[src/rtl/ctmr_pkg.sv]
package ctmr_pkg;
  localparam int DATA_W   = 32;
  localparam int SUB_W    = 9;                 // bits below the tick step
  localparam int CTR_W    = 31;                // counter-mode value width
  localparam int USR_W    = 63;                // user-mode value width
  localparam int CPER_W   = CTR_W - SUB_W;     // counter-mode step count
  localparam int UPER_W   = USR_W - SUB_W;     // user-mode step count
  localparam int HI_LSB   = DATA_W - SUB_W;    // step bit carried in upper word
  localparam int MAX_CPUS = 16;
  localparam int CPU_W    = $clog2(MAX_CPUS);
  localparam int WORD_W   = 3;

  typedef enum logic [WORD_W-1:0] {
    REG_LIM_HI = 3'd0,
    REG_CNT_LO = 3'd1,
    REG_SOFTLIM = 3'd2,
    REG_RUN    = 3'd3,
    REG_MODE   = 3'd4
  } reg_word_e;
endpackage

[src/rtl/ctmr_mode.sv]
module ctmr_mode
  import ctmr_pkg::*;
#(
  parameter int NUM_CPUS = 4
) (
  input  logic                clk,
  input  logic                rst_n,
  input  logic                wr_en,
  input  logic [NUM_CPUS-1:0] wr_bits,
  output logic [NUM_CPUS-1:0] mode_q,
  output logic [NUM_CPUS-1:0] enter_user,
  output logic [NUM_CPUS-1:0] leave_user
);
  // Transition pulses are valid in the write cycle and land with the new mode.
  always_comb begin
    enter_user = '0;
    leave_user = '0;
    if (wr_en) begin
      enter_user = wr_bits & ~mode_q;
      leave_user = ~wr_bits & mode_q;
    end
  end

  always_ff @(posedge clk) begin
    if (!rst_n) mode_q <= '0;
    else if (wr_en) mode_q <= wr_bits;
  end
endmodule

[src/rtl/ctmr_unit.sv]
module ctmr_unit
  import ctmr_pkg::*;
(
  input  logic              clk,
  input  logic              rst_n,
  input  logic              tick,
  input  logic              user_mode,
  input  logic              enter_user,
  input  logic              leave_user,
  input  logic              acc_wr,
  input  logic              acc_rd,
  input  logic [1:0]        acc_word,
  input  logic [DATA_W-1:0] acc_wdata,
  output logic [DATA_W-1:0] rdata,
  output logic              irq,
  output logic              running
);
  localparam logic [UPER_W-1:0] USR_TOP = {UPER_W{1'b1}};
  localparam logic [UPER_W-1:0] CTR_TOP = UPER_W'({CPER_W{1'b1}});

  logic [UPER_W-1:0] cnt_q, cnt_inc, lim_eff;
  logic [CPER_W-1:0] lim_q;
  logic              reached_q, irq_q, run_q, wrap;

  always_comb begin
    if (user_mode)        lim_eff = USR_TOP;
    else if (lim_q == '0) lim_eff = CTR_TOP;
    else                  lim_eff = UPER_W'(lim_q);
    cnt_inc = cnt_q + 1'b1;
    wrap    = (cnt_inc >= lim_eff);
  end

  always_ff @(posedge clk) begin
    if (!rst_n) begin
      cnt_q     <= '0;
      lim_q     <= '0;
      reached_q <= 1'b0;
      irq_q     <= 1'b0;
      run_q     <= 1'b1;
    end else begin
      // lowest priority: counting
      if (run_q && tick) begin
        if (wrap) begin
          cnt_q     <= '0;
          reached_q <= 1'b1;
          if (!user_mode) irq_q <= 1'b1;
        end else begin
          cnt_q <= cnt_inc;
        end
      end
      // register writes
      if (acc_wr) begin
        unique case (acc_word)
          2'd0: begin
            if (user_mode) begin
              cnt_q[UPER_W-1:HI_LSB] <= acc_wdata[UPER_W-HI_LSB-1:0];
              reached_q              <= 1'b0;
            end else begin
              lim_q <= acc_wdata[CTR_W-1:SUB_W];
              cnt_q <= '0;
              irq_q <= 1'b0;
            end
          end
          2'd1: begin
            if (user_mode) begin
              cnt_q[HI_LSB-1:0] <= acc_wdata[DATA_W-1:SUB_W];
              reached_q         <= 1'b0;
            end
          end
          2'd2: begin
            if (!user_mode) lim_q <= acc_wdata[CTR_W-1:SUB_W];
          end
          default: begin
            if (user_mode) run_q <= acc_wdata[0];
          end
        endcase
      end
      // counter-mode limit read acknowledges the interrupt
      if (acc_rd && acc_word == 2'd0 && !user_mode) begin
        reached_q <= 1'b0;
        irq_q     <= 1'b0;
      end
      // highest priority: mode transitions
      if (enter_user) begin
        irq_q <= 1'b0;
        run_q <= 1'b0;
        cnt_q <= '0;
      end
      if (leave_user) begin
        run_q <= 1'b1;
        cnt_q <= '0;
        lim_q <= '0;
      end
    end
  end

  always_comb begin
    unique case (acc_word)
      2'd0: rdata = user_mode ? {reached_q, cnt_q[UPER_W-1:HI_LSB]}
                              : {1'b0, lim_q, {SUB_W{1'b0}}};
      2'd1: rdata = user_mode ? {cnt_q[HI_LSB-1:0], {SUB_W{1'b0}}}
                              : {reached_q, cnt_q[CPER_W-1:0], {SUB_W{1'b0}}};
      2'd2: rdata = '0;
      default: rdata = DATA_W'(run_q);
    endcase
  end

  assign irq     = irq_q;
  assign running = run_q;
endmodule

[src/rtl/cpu_timer_bank.sv]
module cpu_timer_bank
  import ctmr_pkg::*;
#(
  parameter int NUM_CPUS = 4
) (
  input  logic                clk,
  input  logic                rst_n,
  input  logic                tick,
  input  logic                bus_wr,
  input  logic                bus_rd,
  input  logic [3:0]          bus_cpu,
  input  logic [2:0]          bus_word,
  input  logic [31:0]         bus_wdata,
  output logic [31:0]         bus_rdata,
  output logic [NUM_CPUS-1:0] irq
);
  logic                mode_hit, unit_word;
  logic [NUM_CPUS-1:0] mode_vec, run_vec, to_user, to_ctr;
  logic [DATA_W-1:0]   unit_rd [NUM_CPUS];

  assign mode_hit  = (bus_word == REG_MODE);
  assign unit_word = (bus_word < REG_MODE);

  ctmr_mode #(.NUM_CPUS(NUM_CPUS)) u_mode (
    .clk        (clk),
    .rst_n      (rst_n),
    .wr_en      (bus_wr && mode_hit),
    .wr_bits    (bus_wdata[NUM_CPUS-1:0]),
    .mode_q     (mode_vec),
    .enter_user (to_user),
    .leave_user (to_ctr)
  );

  for (genvar g = 0; g < NUM_CPUS; g++) begin : g_unit
    logic sel;
    assign sel = unit_word && (bus_cpu == CPU_W'(g));
    ctmr_unit u_unit (
      .clk        (clk),
      .rst_n      (rst_n),
      .tick       (tick),
      .user_mode  (mode_vec[g]),
      .enter_user (to_user[g]),
      .leave_user (to_ctr[g]),
      .acc_wr     (bus_wr && sel),
      .acc_rd     (bus_rd && sel),
      .acc_word   (bus_word[1:0]),
      .acc_wdata  (bus_wdata),
      .rdata      (unit_rd[g]),
      .irq        (irq[g]),
      .running    (run_vec[g])
    );
  end

  always_comb begin
    bus_rdata = '0;
    if (mode_hit) begin
      bus_rdata = DATA_W'(mode_vec);
    end else if (unit_word) begin
      for (int i = 0; i < NUM_CPUS; i++)
        if (bus_cpu == CPU_W'(i)) bus_rdata = unit_rd[i];
    end
  end
endmodule

[config.mk]
export PLATFORM = sky130hd
export DESIGN_NAME = cpu_timer_bank
export DESIGN_NICKNAME = d
export VERILOG_FILES = /design/src/rtl/ctmr_pkg.sv /design/src/rtl/ctmr_mode.sv /design/src/rtl/ctmr_unit.sv /design/src/rtl/cpu_timer_bank.sv
export SDC_FILE = /design/constraint.sdc
export NUM_CORES = 1
export LEC_CHECK = 0
export ABC_AREA = 1
export CORE_ASPECT_RATIO = 1.1
export CORE_MARGIN = 2
export CORE_UTILIZATION = 35
export CTS_BUF_LIST = sky130_fd_sc_hd__clkbuf_8
export CTS_CLUSTER_DIAMETER = 150
export DETAILED_ROUTE_END_ITERATION = 8
export GPL_TIMING_DRIVEN = 0
export MAX_ROUTING_LAYER = met4
export SLEW_MARGIN = 20
export SYNTH_ARGS = -nofsm -noshare
export SYNTH_HDL_FRONTEND = slang
export SYNTH_HIERARCHICAL = 1
export SYNTH_SLANG_ARGS = --single-unit
[constraint.sdc]
create_clock -name clk -period 4 [get_ports clk]
set_clock_uncertainty 0.05 [all_clocks]
set_input_delay 0.8 -clock clk [delete_from_list [all_inputs] [get_ports clk]]
set_output_delay 0.8 -clock clk [all_outputs]
set_load 0.03 [all_outputs]
Yosys cells after proc, flatten, opt, wreduce, memory -nomap -nowiden
Index checks and enable logic that the tools add are counted.
W data, S select, Z words.
{ "op_classes": {"eq_ne": 10, "reduce_logical": 70, "muxes": 120, "order_cmp": 5, "n_bitwise": 9, "addsub": 4} }
{ "ops": {"columns": ["cell", "count"], "rows": [
  ["$mux W54", 16],
  ["$mux W32", 14],
  ["$pmux W32 S3", 4],
  ["$mux W31", 8],
  ["$add A54 B1 Y54 const B", 4],
  ["$ge A54 B54 Y1", 4],
  ["$mux W23", 8],
  ["$pmux W23 S2", 4],
  ["$logic_not A22 Y1", 4],
  ["$mux W22", 4],
  ["$mux W1", 60],
  ["$reduce_or A3 Y1", 9],
  ["$logic_and A1 B1 Y1", 25],
  ["$reduce_and A3 Y1", 8],
  ["$reduce_or A2 Y1", 10],
  ["$reduce_bool A2 Y1", 8],
  ["$and A4 B4 Y4", 2],
  ["$eq A4 B2 Y1 const B", 2],
  ["$mux W4", 2],
  ["$ne A2 B1 Y1 const B", 4],
  ["$not A4 Y4", 2],
  ["$not A1 Y1", 5],
  ["$eq A4 B1 Y1 const B", 1],
  ["$logic_not A1 Y1", 4],
  ["other kinds (6)", 6]
]} }
{ "word_totals": {"word_cells": 239, "output_inout_bits": 36, "regBits": 320} }

Depth between registers and ports, before layout
{ "depth": {"depth_word": 9, "mapped_depth": 24, "ltp_nobuf": 23} }

Hierarchy
Netlist, hierarchy kept.
{ "by_module_without_submodules": {"columns": ["module", "cells_each", "n_inst", "area_per_inst_um2"], "rows": [
  ["ctmr_unit (g_unit[0].u_unit ...)", 1229, 3, 7378.3],
  ["ctmr_unit (g_unit[3].u_unit)", 1189, 1, 7214.4],
  ["cpu_timer_bank", 318, 1, 1580.3],
  ["ctmr_mode", 34, 1, 249.0]
]} }

Worst setup path before layout
OpenSTA, ideal clock, no wires.
{ "synth_timing": {"path_kind": "register to register", "startpoint": "register u_mode.mode_q[3]", "endpoint": "register g_unit[3].u_unit.cnt_q[47]", "setup_slack_ns": 0.265, "setup_ns": 0.064, "stages_incl_launch_ff": 19, "arrival_ns": 3.622, "synth_period_minus_slack_ns": 3.735, "cell_sequence": "dfxtp_1 -> clkbuf_1 -> inv_1 -> clkbuf_1 -> buf_1 -> nand3_1 -> inv_1 -> ha_1 -> a21o_1 -> nor2_1 -> nand2_1 -> nand2_1 -> nand3_1 -> a21oi_1 -> nand2_1 -> nor2_1 -> buf_2 -> a21oi_1 -> nor2_1"} }
{ "synth_between": {"elab_chain_len": 6, "word_cells_on_any_way": 13, "cone_classes": "order compare (1); mux (8); bitwise (3); reduce/logical (1)"} }
{ "synth_rtl": {"columns": ["item", "line", "source"], "rows": [
  ["start, declared", "ctmr_mode.sv:10", "output logic [NUM_CPUS-1:0] mode_q,"],
  ["start signal, assigned", "ctmr_mode.sv:26", "else if (wr_en) mode_q <= wr_bits;"],
  ["$mux W54", "ctmr_unit.sv:26", "if (user_mode) lim_eff = USR_TOP;"],
  ["$ge A54 B54 Y1", "ctmr_unit.sv:30", "wrap = (cnt_inc >= lim_eff);"],
  ["$mux W54", "ctmr_unit.sv:43", "if (wrap) begin"],
  ["$mux W54", "ctmr_unit.sv:42", "if (run_q && tick) begin"],
  ["$mux W31", "ctmr_unit.sv:53", "unique case (acc_word)"],
  ["$mux W54", "ctmr_unit.sv:52", "if (acc_wr) begin"],
  ["end signal, assigned", "ctmr_unit.sv:48", "cnt_q <= cnt_inc;"],
  ["end signal, assigned by index", "ctmr_unit.sv:56", "cnt_q[UPER_W-1:HI_LSB] <= acc_wdata[UPER_W-HI_LSB-1:0];"],
  ["end signal, assigned by index", "ctmr_unit.sv:66", "cnt_q[HI_LSB-1:0] <= acc_wdata[DATA_W-1:SUB_W];"],
  ["end, declared", "ctmr_unit.sv:21", "logic [UPER_W-1:0] cnt_q, cnt_inc, lim_eff;"]
]} }
Several ways; a longest one is shown, not always the timed one.
A chain may end at the register's enable or synchronous reset.

==> results.json <==
{
  "status": "complete, no violations",
  "clk_pin_slew_worst_paths_ps": 60,
  "ys_ff_latch": 320,
  "synth_compound_area_frac": 0.1689,
  "synth.avg_cell_area_um2": 5.964,
  "synth_edf_count": 0,
  "ys_seq_area_frac": 0.2055,
  "total_power_w": 0.009187,
  "cts_tree": "yes",
  "n_fill_cell": 9707,
  "syn2layout_area_growth_pct": 16.45,
  "hold_viol": 0,
  "setup_viol": 0,
  "drive_gt1_frac": 0.1242,
  "synth.distinct_cells": 40,
  "synth_top_area_share": 0.2055,
  "met3_length_um": 13730,
  "fin_util": 0.4125,
  "viasPerCell": 5.529,
  "synth.area.mux_share": 0,
  "grt_pass1_vias": 33750,
  "mappedNetlistNets": 5492,
  "ys.flop_type": "dfxtp_1",
  "die-area_um2": 91490,
  "cts_max_level": 3,
  "synth_top_family_by_area": "simple AND/OR/NAND/NOR gates",
  "final_common_cell": "nand2_1",
  "synthTopCellsByArea": "dfxtp_1 (21%), nand2_1 (14%), a21oi_1 (9.1%), ha_1 (8.8%), inv_1 (8.5%)",
  "period_share": 0.9984,
  "r2r_cells": 20,
  "period_needed_ps": 3994,
  "worst_pin_slew_ps": 1226,
  "die_w_um": 288.6,
  "core-area_um2": 88010,
  "gp_congestion": 1.077,
  "whs_path_depth": 2,
  "slew_violations": 0,
  "final_design_area_no_fill_um2": 36310,
  "crit_required_ps": 3150,
  "rsz0062_at_grt": "yes",
  "drcViolationCount": 0,
  "cts_buffer_depth": 3,
  "postRouteAntennaNets": 0,
  "via_count": 36680,
  "synth_top_cell_by_area": "dfxtp_1",
  "top_layer_used": "met4",
  "syn_area_um2": 31180,
  "synth_xor_area_frac": 0.05747,
  "start_util": 0.3543,
  "finalNetCount": 5674,
  "yosys_warnings": 6,
  "ios": 80,
  "grt_pass1_wl_um": 227700,
  "hpwl_um": 128800,
  "cts_made_buffers": 67,
  "dr_wl_met2_um": 70390,
  "wire_per_inst_um": 24.27,
  "worstSkewPairLatency_ps": 750,
  "dieHeight_um": 317.0,
  "grt_max_degree": 34,
  "routed_wl_um": 161000,
  "tns_ps": 0,
  "port_buffers": 78,
  "drv_cap": 0,
  "placed_cell_area_um2": 33760,
  "synth_cells": 5228,
  "drtPass1Iterations": 6,
  "worstHoldPathType": "reg -> reg",
  "final_cell_mix": "nand2_1 (1138), inv_1 (708), a21oi_1 (547), nor2_1 (512), o21ai_0 (382)",
  "power.leakage_nw": 16.83,
  "relSlewSlack": 0.1798,
  "wl_met1_um": 66640,
  "drt_iter0_markers": 4012,
  "grtUsageTotal": 0.3527,
  "antenna_found_initial": 10,
  "cts_root_buffer": "clkbuf_8",
  "rows": 114,
  "synth-async-reset-ratio": 0,
  "hold_buffers": 0,
  "cp.arrival_ps": 3140,
  "yosys.area_share.simple": 0.3602,
  "synthAdderAreaFrac": 0.08829,
  "crit_path_end_kind": "primary output",
  "grt_overflow_total": 0,
  "start_kind": "primary input",
  "power_density_nw_per_um2": 253.1,
  "numClockSinks": 320,
  "path_max_fanout": 10,
  "ir_drop_v": 0.0002919,
  "crit_type": "in -> out",
  "fmax_ghz": 0.2504
}
==> worst max-delay path, cell delays in order <==
cell	delay, ps
buf_2	280
buf_4	250
nand2_1	100
clkbuf_2	220
clkbuf_2	280
o22ai_1	260
nand3b_1	170
nand3_2	200
a21oi_1	180
clkdlybuf4s15_2	380
==> area by class of cell <==
type / count / area (µm²) / share of cell area
Antenna cell: 12 / 30.03 / 0.0008271
Buffer: 248 / 1169 / 0.03219
Clock buffer: 88 / 1211 / 0.03336
Clock inverter: 32 / 317.8 / 0.008753
Inverter: 719 / 2706 / 0.07454
Multi-Input combinational cell: 3939 / 21730 / 0.5984
Sequential cell: 320 / 6459 / 0.1779
Tap cell: 1160 / 1451 / 0.03998
Timing Repair Buffer: 115 / 1235 / 0.03401
==> cells in the mapped netlist, types with 8 or more instances <==
cell,count
nand3_2,9
clkbuf_1,168
a21oi_1,570
nand4_1,142
a21o_1,8
inv_2,13
or2_2,116
ha_1,220
buf_1,21
dfxtp_1,320
nand2_1,1144
o21ai_0,395
nor2_1,533
nor2_2,19
nand2_2,16
xor2_1,199
inv_1,704
nor3_1,113
nand3b_1,47
nor4_1,21
nand3_1,278
nor2_4,12
buf_2,59
o22ai_1,35
nor3_2,31
==> per-stage QoR <==
step / worst slack, ps / hold WS (ps) / cells
5_1_grt: -16.17 / 431.9 / 6625
4_1_cts: 0.2034 / 410.5 / 6606
3_5_place_dp: -1823 / 400.6 / 6484
2_1_floorplan: 264.6 / 384.0 / 5228
6_report: 6.219 / 406.3 / 6633
3_3_place_gp: -1828 / 390.9 / 6466
==> state kept, by name (all words and copies together), names as in the netlist <==
signal,count
g_unit.u_unit/irq,4
g_unit.u_unit/running,4
u_mode/mode_q,4
g_unit.u_unit/cnt_q,216
g_unit.u_unit/reached_q,4
g_unit.u_unit/lim_q,88
==> final timing paths <==
path | startpoint | to | slack [ps]
worst max-delay path | bus_word[0] | bus_rdata[29] | 6
worst min-delay path | g_unit[1].u_unit/irq$_SDFF_PP0_ | g_unit[1].u_unit/irq$_SDFF_PP0_ | 410
worst max register to register | g_unit[0].u_unit/cnt_q[27]$_SDFF_PP0_ | g_unit[0].u_unit/cnt_q[32]$_SDFF_PP0_ | 120
worst min register to register | g_unit[1].u_unit/irq$_SDFF_PP0_ | g_unit[1].u_unit/irq$_SDFF_PP0_ | 410
==> power by group <==
group	leakage [nW]	switching (W)	internal, W
Combinational	13.4	0.00122	0.000479
Clock	0.822	0.00187	0.00237
Sequential	2.60	0.0000375	0.00321
Total	16.8	0.00313	0.00606
==> what timing repair did <==
item	in CTS	in global routing
gates cloned	0	2
setup endpoints to repair	253	233
resized for setup	223	215
buffers inserted	4	13
pin swaps	3	14
==> metal layers <==
layer	GRT usage	vias up
met5	-	-
met4	0.1906	0
met3	0.05201	433
met2	0.5411	1729
met1	0.4461	17110
li1	-	17400
==> logic make-up (layout without fill, tap and decap cells) <==
kind of cell,Yosys count,in the layout
simple gates,2489,2489
other cells,0,12
flops,320,320
fa+ha+maj,220,220
compound gates,1028,1028
buf+inv,969,1202
xor+xnor,202,202
No activity file was read; power rests on OpenSTA's default activity.
